## src/rtl/gic_sel_pkg.sv

```systemverilog
package gic_sel_pkg;
    localparam int ID_W    = 10;
    localparam int PRIO_W  = 8;
    localparam int RUN_W   = PRIO_W + 1;
    localparam int BANKED  = 32;
    localparam logic [ID_W-1:0]  NO_IRQ   = 10'd1023;
    localparam logic [RUN_W-1:0] PRIO_NONE = 9'h100;

    typedef struct packed {
        logic [ID_W-1:0] id;
        logic            req;
    } slot_t;
endpackage

```

## src/rtl/gic_prio_map.sv

```systemverilog
module gic_prio_map
    import gic_sel_pkg::*;
#(
    parameter int NIRQ = 64,
    localparam int SH_N = (NIRQ > BANKED) ? (NIRQ - BANKED) : 1
) (
    input  logic [BANKED*PRIO_W-1:0] bank_i,
    input  logic [SH_N*PRIO_W-1:0]   shared_i,
    output logic [NIRQ*PRIO_W-1:0]   prio_o
);
    for (genvar i = 0; i < NIRQ; i++) begin : g_id
        if (i < BANKED) begin : g_bank
            assign prio_o[i*PRIO_W +: PRIO_W] = bank_i[i*PRIO_W +: PRIO_W];
        end else begin : g_shared
            assign prio_o[i*PRIO_W +: PRIO_W] = shared_i[(i-BANKED)*PRIO_W +: PRIO_W];
        end
    end
endmodule

```

## src/rtl/gic_best_scan.sv

```systemverilog
module gic_best_scan
    import gic_sel_pkg::*;
#(
    parameter int NIRQ = 64,
    localparam int LEAVES = 1 << $clog2(NIRQ)
) (
    input  logic [NIRQ-1:0]        cand_i,
    input  logic [NIRQ*PRIO_W-1:0] prio_i,
    output logic [ID_W-1:0]        best_id_o,
    output logic [RUN_W-1:0]       best_prio_o
);
    logic [RUN_W-1:0] node_prio [1:2*LEAVES-1];
    logic [ID_W-1:0]  node_id   [1:2*LEAVES-1];

    for (genvar i = 0; i < LEAVES; i++) begin : g_leaf
        if (i < NIRQ) begin : g_real
            assign node_prio[LEAVES+i] = cand_i[i] ? {1'b0, prio_i[i*PRIO_W +: PRIO_W]} : PRIO_NONE;
            assign node_id[LEAVES+i]   = ID_W'(i);
        end else begin : g_pad
            assign node_prio[LEAVES+i] = PRIO_NONE;
            assign node_id[LEAVES+i]   = NO_IRQ;
        end
    end

    // Left subtree holds lower IDs; it keeps the node unless the right is strictly better.
    for (genvar n = 1; n < LEAVES; n++) begin : g_node
        logic take_right;
        assign take_right   = node_prio[2*n+1] < node_prio[2*n];
        assign node_prio[n] = take_right ? node_prio[2*n+1] : node_prio[2*n];
        assign node_id[n]   = take_right ? node_id[2*n+1]   : node_id[2*n];
    end

    assign best_id_o   = node_id[1];
    assign best_prio_o = node_prio[1];
endmodule

```

## src/rtl/gic_prio_select.sv

```systemverilog
module gic_prio_select
    import gic_sel_pkg::*;
#(
    parameter int NIRQ = 64,
    parameter int NCPU = 2,
    localparam int SH_N = (NIRQ > BANKED) ? (NIRQ - BANKED) : 1
) (
    input  logic                         clk_i,
    input  logic                         rst_ni,
    input  logic                         dist_en_i,
    input  logic [NCPU-1:0]              cpu_en_i,
    input  logic [NCPU*NIRQ-1:0]         enable_i,
    input  logic [NCPU*NIRQ-1:0]         pending_i,
    input  logic [NCPU*BANKED*PRIO_W-1:0] prio_bank_i,
    input  logic [SH_N*PRIO_W-1:0]       prio_shared_i,
    input  logic [NCPU*PRIO_W-1:0]       pmask_i,
    input  logic [NCPU*RUN_W-1:0]        run_prio_i,
    output logic [NCPU*ID_W-1:0]         hp_id_o,
    output logic [NCPU-1:0]              irq_o
);
    logic [ID_W-1:0]  best_id   [NCPU];
    logic [RUN_W-1:0] best_prio [NCPU];

    for (genvar c = 0; c < NCPU; c++) begin : g_cpu
        logic [NIRQ*PRIO_W-1:0] prio_c;
        logic [NIRQ-1:0]        cand_c;

        assign cand_c = enable_i[c*NIRQ +: NIRQ] & pending_i[c*NIRQ +: NIRQ];

        gic_prio_map #(.NIRQ(NIRQ)) u_map (
            .bank_i   (prio_bank_i[c*BANKED*PRIO_W +: BANKED*PRIO_W]),
            .shared_i (prio_shared_i),
            .prio_o   (prio_c)
        );

        gic_best_scan #(.NIRQ(NIRQ)) u_scan (
            .cand_i      (cand_c),
            .prio_i      (prio_c),
            .best_id_o   (best_id[c]),
            .best_prio_o (best_prio[c])
        );
    end

    slot_t [NCPU-1:0] st_d, st_q;

    always_comb begin
        for (int c = 0; c < NCPU; c++) begin
            st_d[c].id  = NO_IRQ;
            st_d[c].req = 1'b0;
            if (dist_en_i && cpu_en_i[c]) begin
                if (best_prio[c] <= {1'b0, pmask_i[c*PRIO_W +: PRIO_W]}) begin
                    st_d[c].id  = best_id[c];
                    st_d[c].req = best_prio[c] < run_prio_i[c*RUN_W +: RUN_W];
                end
            end
        end
    end

    always_ff @(posedge clk_i or negedge rst_ni) begin
        if (!rst_ni) begin
            for (int c = 0; c < NCPU; c++) begin
                st_q[c].id  <= NO_IRQ;
                st_q[c].req <= 1'b0;
            end
        end else begin
            st_q <= st_d;
        end
    end

    for (genvar c = 0; c < NCPU; c++) begin : g_out
        assign hp_id_o[c*ID_W +: ID_W] = st_q[c].id;
        assign irq_o[c]                = st_q[c].req;
    end
endmodule

```

## config.mk

```make
export PLATFORM = sky130hd
export DESIGN_NAME = gic_prio_select
export DESIGN_NICKNAME = d
export VERILOG_FILES = /design/src/rtl/gic_sel_pkg.sv /design/src/rtl/gic_prio_map.sv /design/src/rtl/gic_best_scan.sv /design/src/rtl/gic_prio_select.sv
export SDC_FILE = /design/constraint.sdc
export NUM_CORES = 2
export LEC_CHECK = 0
export ABC_AREA = 1
export BUFFER_PORTS_ARGS = -buffer_cell sky130_fd_sc_hd__buf_2
export CAP_MARGIN = 0
export CORE_AREA = 2 2 417 419
export CTS_CLUSTER_DIAMETER = 30
export CTS_CLUSTER_SIZE = 20
export DETAILED_ROUTE_END_ITERATION = 10
export DIE_AREA = 0 0 419 421
export SKIP_CTS_REPAIR_TIMING = 1
export SLEW_MARGIN = 20
export SYNTH_ARGS = -nofsm -noshare
export SYNTH_HDL_FRONTEND = slang
export SYNTH_SLANG_ARGS = --single-unit
```

## constraint.sdc

```tcl
create_clock -name clk_i -period 1.31 [get_ports clk_i]
set_input_delay 0.0655 -clock clk_i [delete_from_list [all_inputs] [get_ports clk_i]]
set_output_delay 0.0655 -clock clk_i [all_outputs]
set_load 0.02 [all_outputs]
```

==> results.json <==
{
  "status": "finished with violations",
  "violations": "setup timing",
  "p_per_area_nw_per_um2": 3400,
  "drtIter0Drc": 3493,
  "max_freq_mhz": 106,
  "ys_warn_count": 0,
  "p_total_w": 0.272,
  "final_common_cell": "buf_4",
  "firstDrtPassIters": 6,
  "place_congestion": 1.01,
  "synth_compound_area_frac": 0.208,
  "die_width_um": 419,
  "fin_nets": 14355,
  "synth-simple-area-share": 0.424,
  "grt_usage": 0.235,
  "setup_viol": 16,
  "cp-end-kind": "flop",
  "worstMarginPinSlew_ns": 0.642,
  "syn_avg_cell_area_um2": 5.32,
  "die_h_um": 421,
  "dpl.cell_count": 14502,
  "dpl.hpwl_um": 200000,
  "cpMaxStageDelayCell": "ha_1",
  "drtAntennaViolNets": 0,
  "overflow": 0,
  "cts_htree_levels": 1,
  "cts.sinks": 16,
  "syn_nets": 10322,
  "drt-total-wl_um": 226000,
  "worst_slack_ns": -8.16,
  "cap_violations": 0,
  "io_buffers": 1084,
  "slew-limit-headroom": 0.567,
  "max-vdd-ir-drop_mv": 5.03,
  "synth_xor_xnor_area_share": 0.000393,
  "ys_types": 68,
  "ys.flop_type": "dfstp_2",
  "hold_class": "input pin to flop",
  "netlist.area_leader.share": 0.248,
  "synth_top_family_by_area": "simple AND/OR/NAND/NOR gates",
  "crit_required_ns": 1.49,
  "setup-tns-final_ns": -129.20,
  "vias": 67617,
  "syn_area_um2": 44600,
  "rsz0062_at_grt": "yes",
  "grt_pass1_wl_um": 328000,
  "crit_type": "input pin to flop",
  "initial_core_util": 0.259,
  "path_max_fanout": 9,
  "ios": 1085,
  "drive_gt1_frac": 0.427,
  "synth_fa_ha_area_frac": 0.249,
  "antenna_found_initial": 86,
  "slowest_delay_ns": 0.38,
  "cts_buffers": 3,
  "synth-seq-area-share": 0.00937,
  "grt_pass1_vias": 61002,
  "cts.reportedPaths.clkPinSlew_ns": 0.06,
  "timing.final.crit_share": 7.23,
  "ctsLongestPathBuffers": 2,
  "slew_violations": 0,
  "synth_area_leaders": "ha_1 (25%), nand2_1 (24%), o21ai_0 (11%), inv_1 (8.2%), nor2_1 (7.2%)",
  "start_kind": "input pin",
  "coreArea_um2": 172000,
  "synthArstFlopShare": 1.00,
  "die_area_um2": 176000,
  "cts_root_buf": "clkbuf_16",
  "synth_edf_count": 0,
  "p_leak_nw": 45.5,
  "synth_mux_area_frac": 0.00168,
  "yosys.area.top_type": "ha_1",
  "dp_slack_ns": -9.52,
  "stdcell_count": 14798,
  "wl_per_cell_um": 15.3,
  "yosys_register_bits": 16,
  "tritoncts": "yes",
  "viasPerCell": 4.57,
  "grt_max_degree": 20,
  "area_growth_pct": 79.6,
  "post-route-drc-count": 0,
  "cp.arrival_ns": 9.65,
  "most-common-layout-cells": "buf_4 (2986), nand2_1 (2748), buf_2 (1082), inv_1 (921), ha_1 (824)",
  "fin_crit_ns": 9.47,
  "synthCells": 8375,
  "rows": 153,
  "final-hold-violation-count": 0
}
## power breakdown
group / switching [W] / total (W) / internal [W] / leakage (nW)
clock network: 0.000248 / 0.000714 / 0.000466 / 0.0446
registers: 0.0000513 / 0.000789 / 0.000738 / 0.175
logic: 0.141 / 0.271 / 0.129 / 45.3
total: 0.142 / 0.272 / 0.131 / 45.5
## worst max-delay path: cells and delay by family
family	cells	cell delay (ns)
compound gates	21	3.64
fa+ha+maj	7	1.95
buf+inv	12	1.33
simple gates	26	2.66
## final cells by class
class	instances	area, µm²
repair inverters	20	144
diodes	66	165
well taps	2325	2910
clock buffers	4	88.8
flip-flops and latches	16	418
multi-input cells	7142	43200
inverters	1084	4290
fillers	18206	92400
repair buffers	4141	28800
## path summary, 6_finish.rpt
path | startpoint | to | slack (ns) | cells after the start
min in group asynchronous | rst_ni | irq_o[0]$_DFF_PN0_ | 0.36 | 2
worst min-delay path | run_prio_i[9] | irq_o[1]$_DFF_PN0_ | 0.13 | 5
worst max-delay path | enable_i[9] | hp_id_o[3]$_DFF_PN1_ | -8.16 | 66
max in group asynchronous | rst_ni | hp_id_o[11]$_DFF_PN1_ | 0.62 | 2
## cells in the mapped netlist, types with 6 or more instances
library cell,instances
buf_1,6
o21ai_1,74
o21ai_0,947
nand2_2,147
nor3_1,65
buf_4,9
a211oi_1,78
nor2_2,29
a21oi_1,457
nor2_4,8
nand3_1,273
a31o_2,6
and3_1,11
a31oi_1,7
buf_2,22
o21bai_1,20
and2_1,10
a21boi_0,8
clkbuf_1,112
nand3b_1,33
nor2_1,855
o211ai_1,25
inv_1,977
inv_2,82
o2111ai_1,15
nand4_1,86
a21oi_2,8
clkinv_1,18
ha_1,884
nor3b_1,9
o21ai_2,10
nand2_1,2884
o31ai_1,9
nor3_2,7
dfstp_2,14
o21a_1,33
nand2_4,30
nand3_2,44
## state kept, by name (all words and copies together) (netlist names)
signal and cells:
hp_id_o 14, irq_o 2
## per-stage QoR
| step | cell area [µm²] | hold WS, ns | utilization |
|---|---|---|---|
| 2_1_floorplan | 45400 | -0.230 | - |
| 4_1_cts | 74600 | -0.239 | 0.432 |
| 3_3_place_gp | 74500 | 0.0455 | 0.432 |
| 5_1_grt | 80000 | 0.174 | 0.464 |
| 3_5_place_dp | 74500 | 0.0396 | 0.432 |
| 6_report | 80100 | 0.129 | 0.464 |
## cell families after synthesis
logic type                 Yosys count
AOI/OAI and AO/OA                 1718
muxes                                7
xor gates and xnor gates             2
and+or+nand+nor                   4507
buffers and inverters             1239
adders and majority gates          886
DFF                                 16
## routing by layer
| layer | share of wire | global-route usage | up-vias |
|---|---|---|---|
| li1 | - | - | 35750 |
| met1 | 0.42 | 0.286 | 29935 |
| met2 | 0.49 | 0.420 | 1579 |
| met3 | 0.049 | 0.0229 | 325 |
| met4 | 0.041 | 0.0901 | 28 |
| met5 | 0.00082 | 0.0120 | - |
No activity file was read; power rests on OpenSTA's default activity.
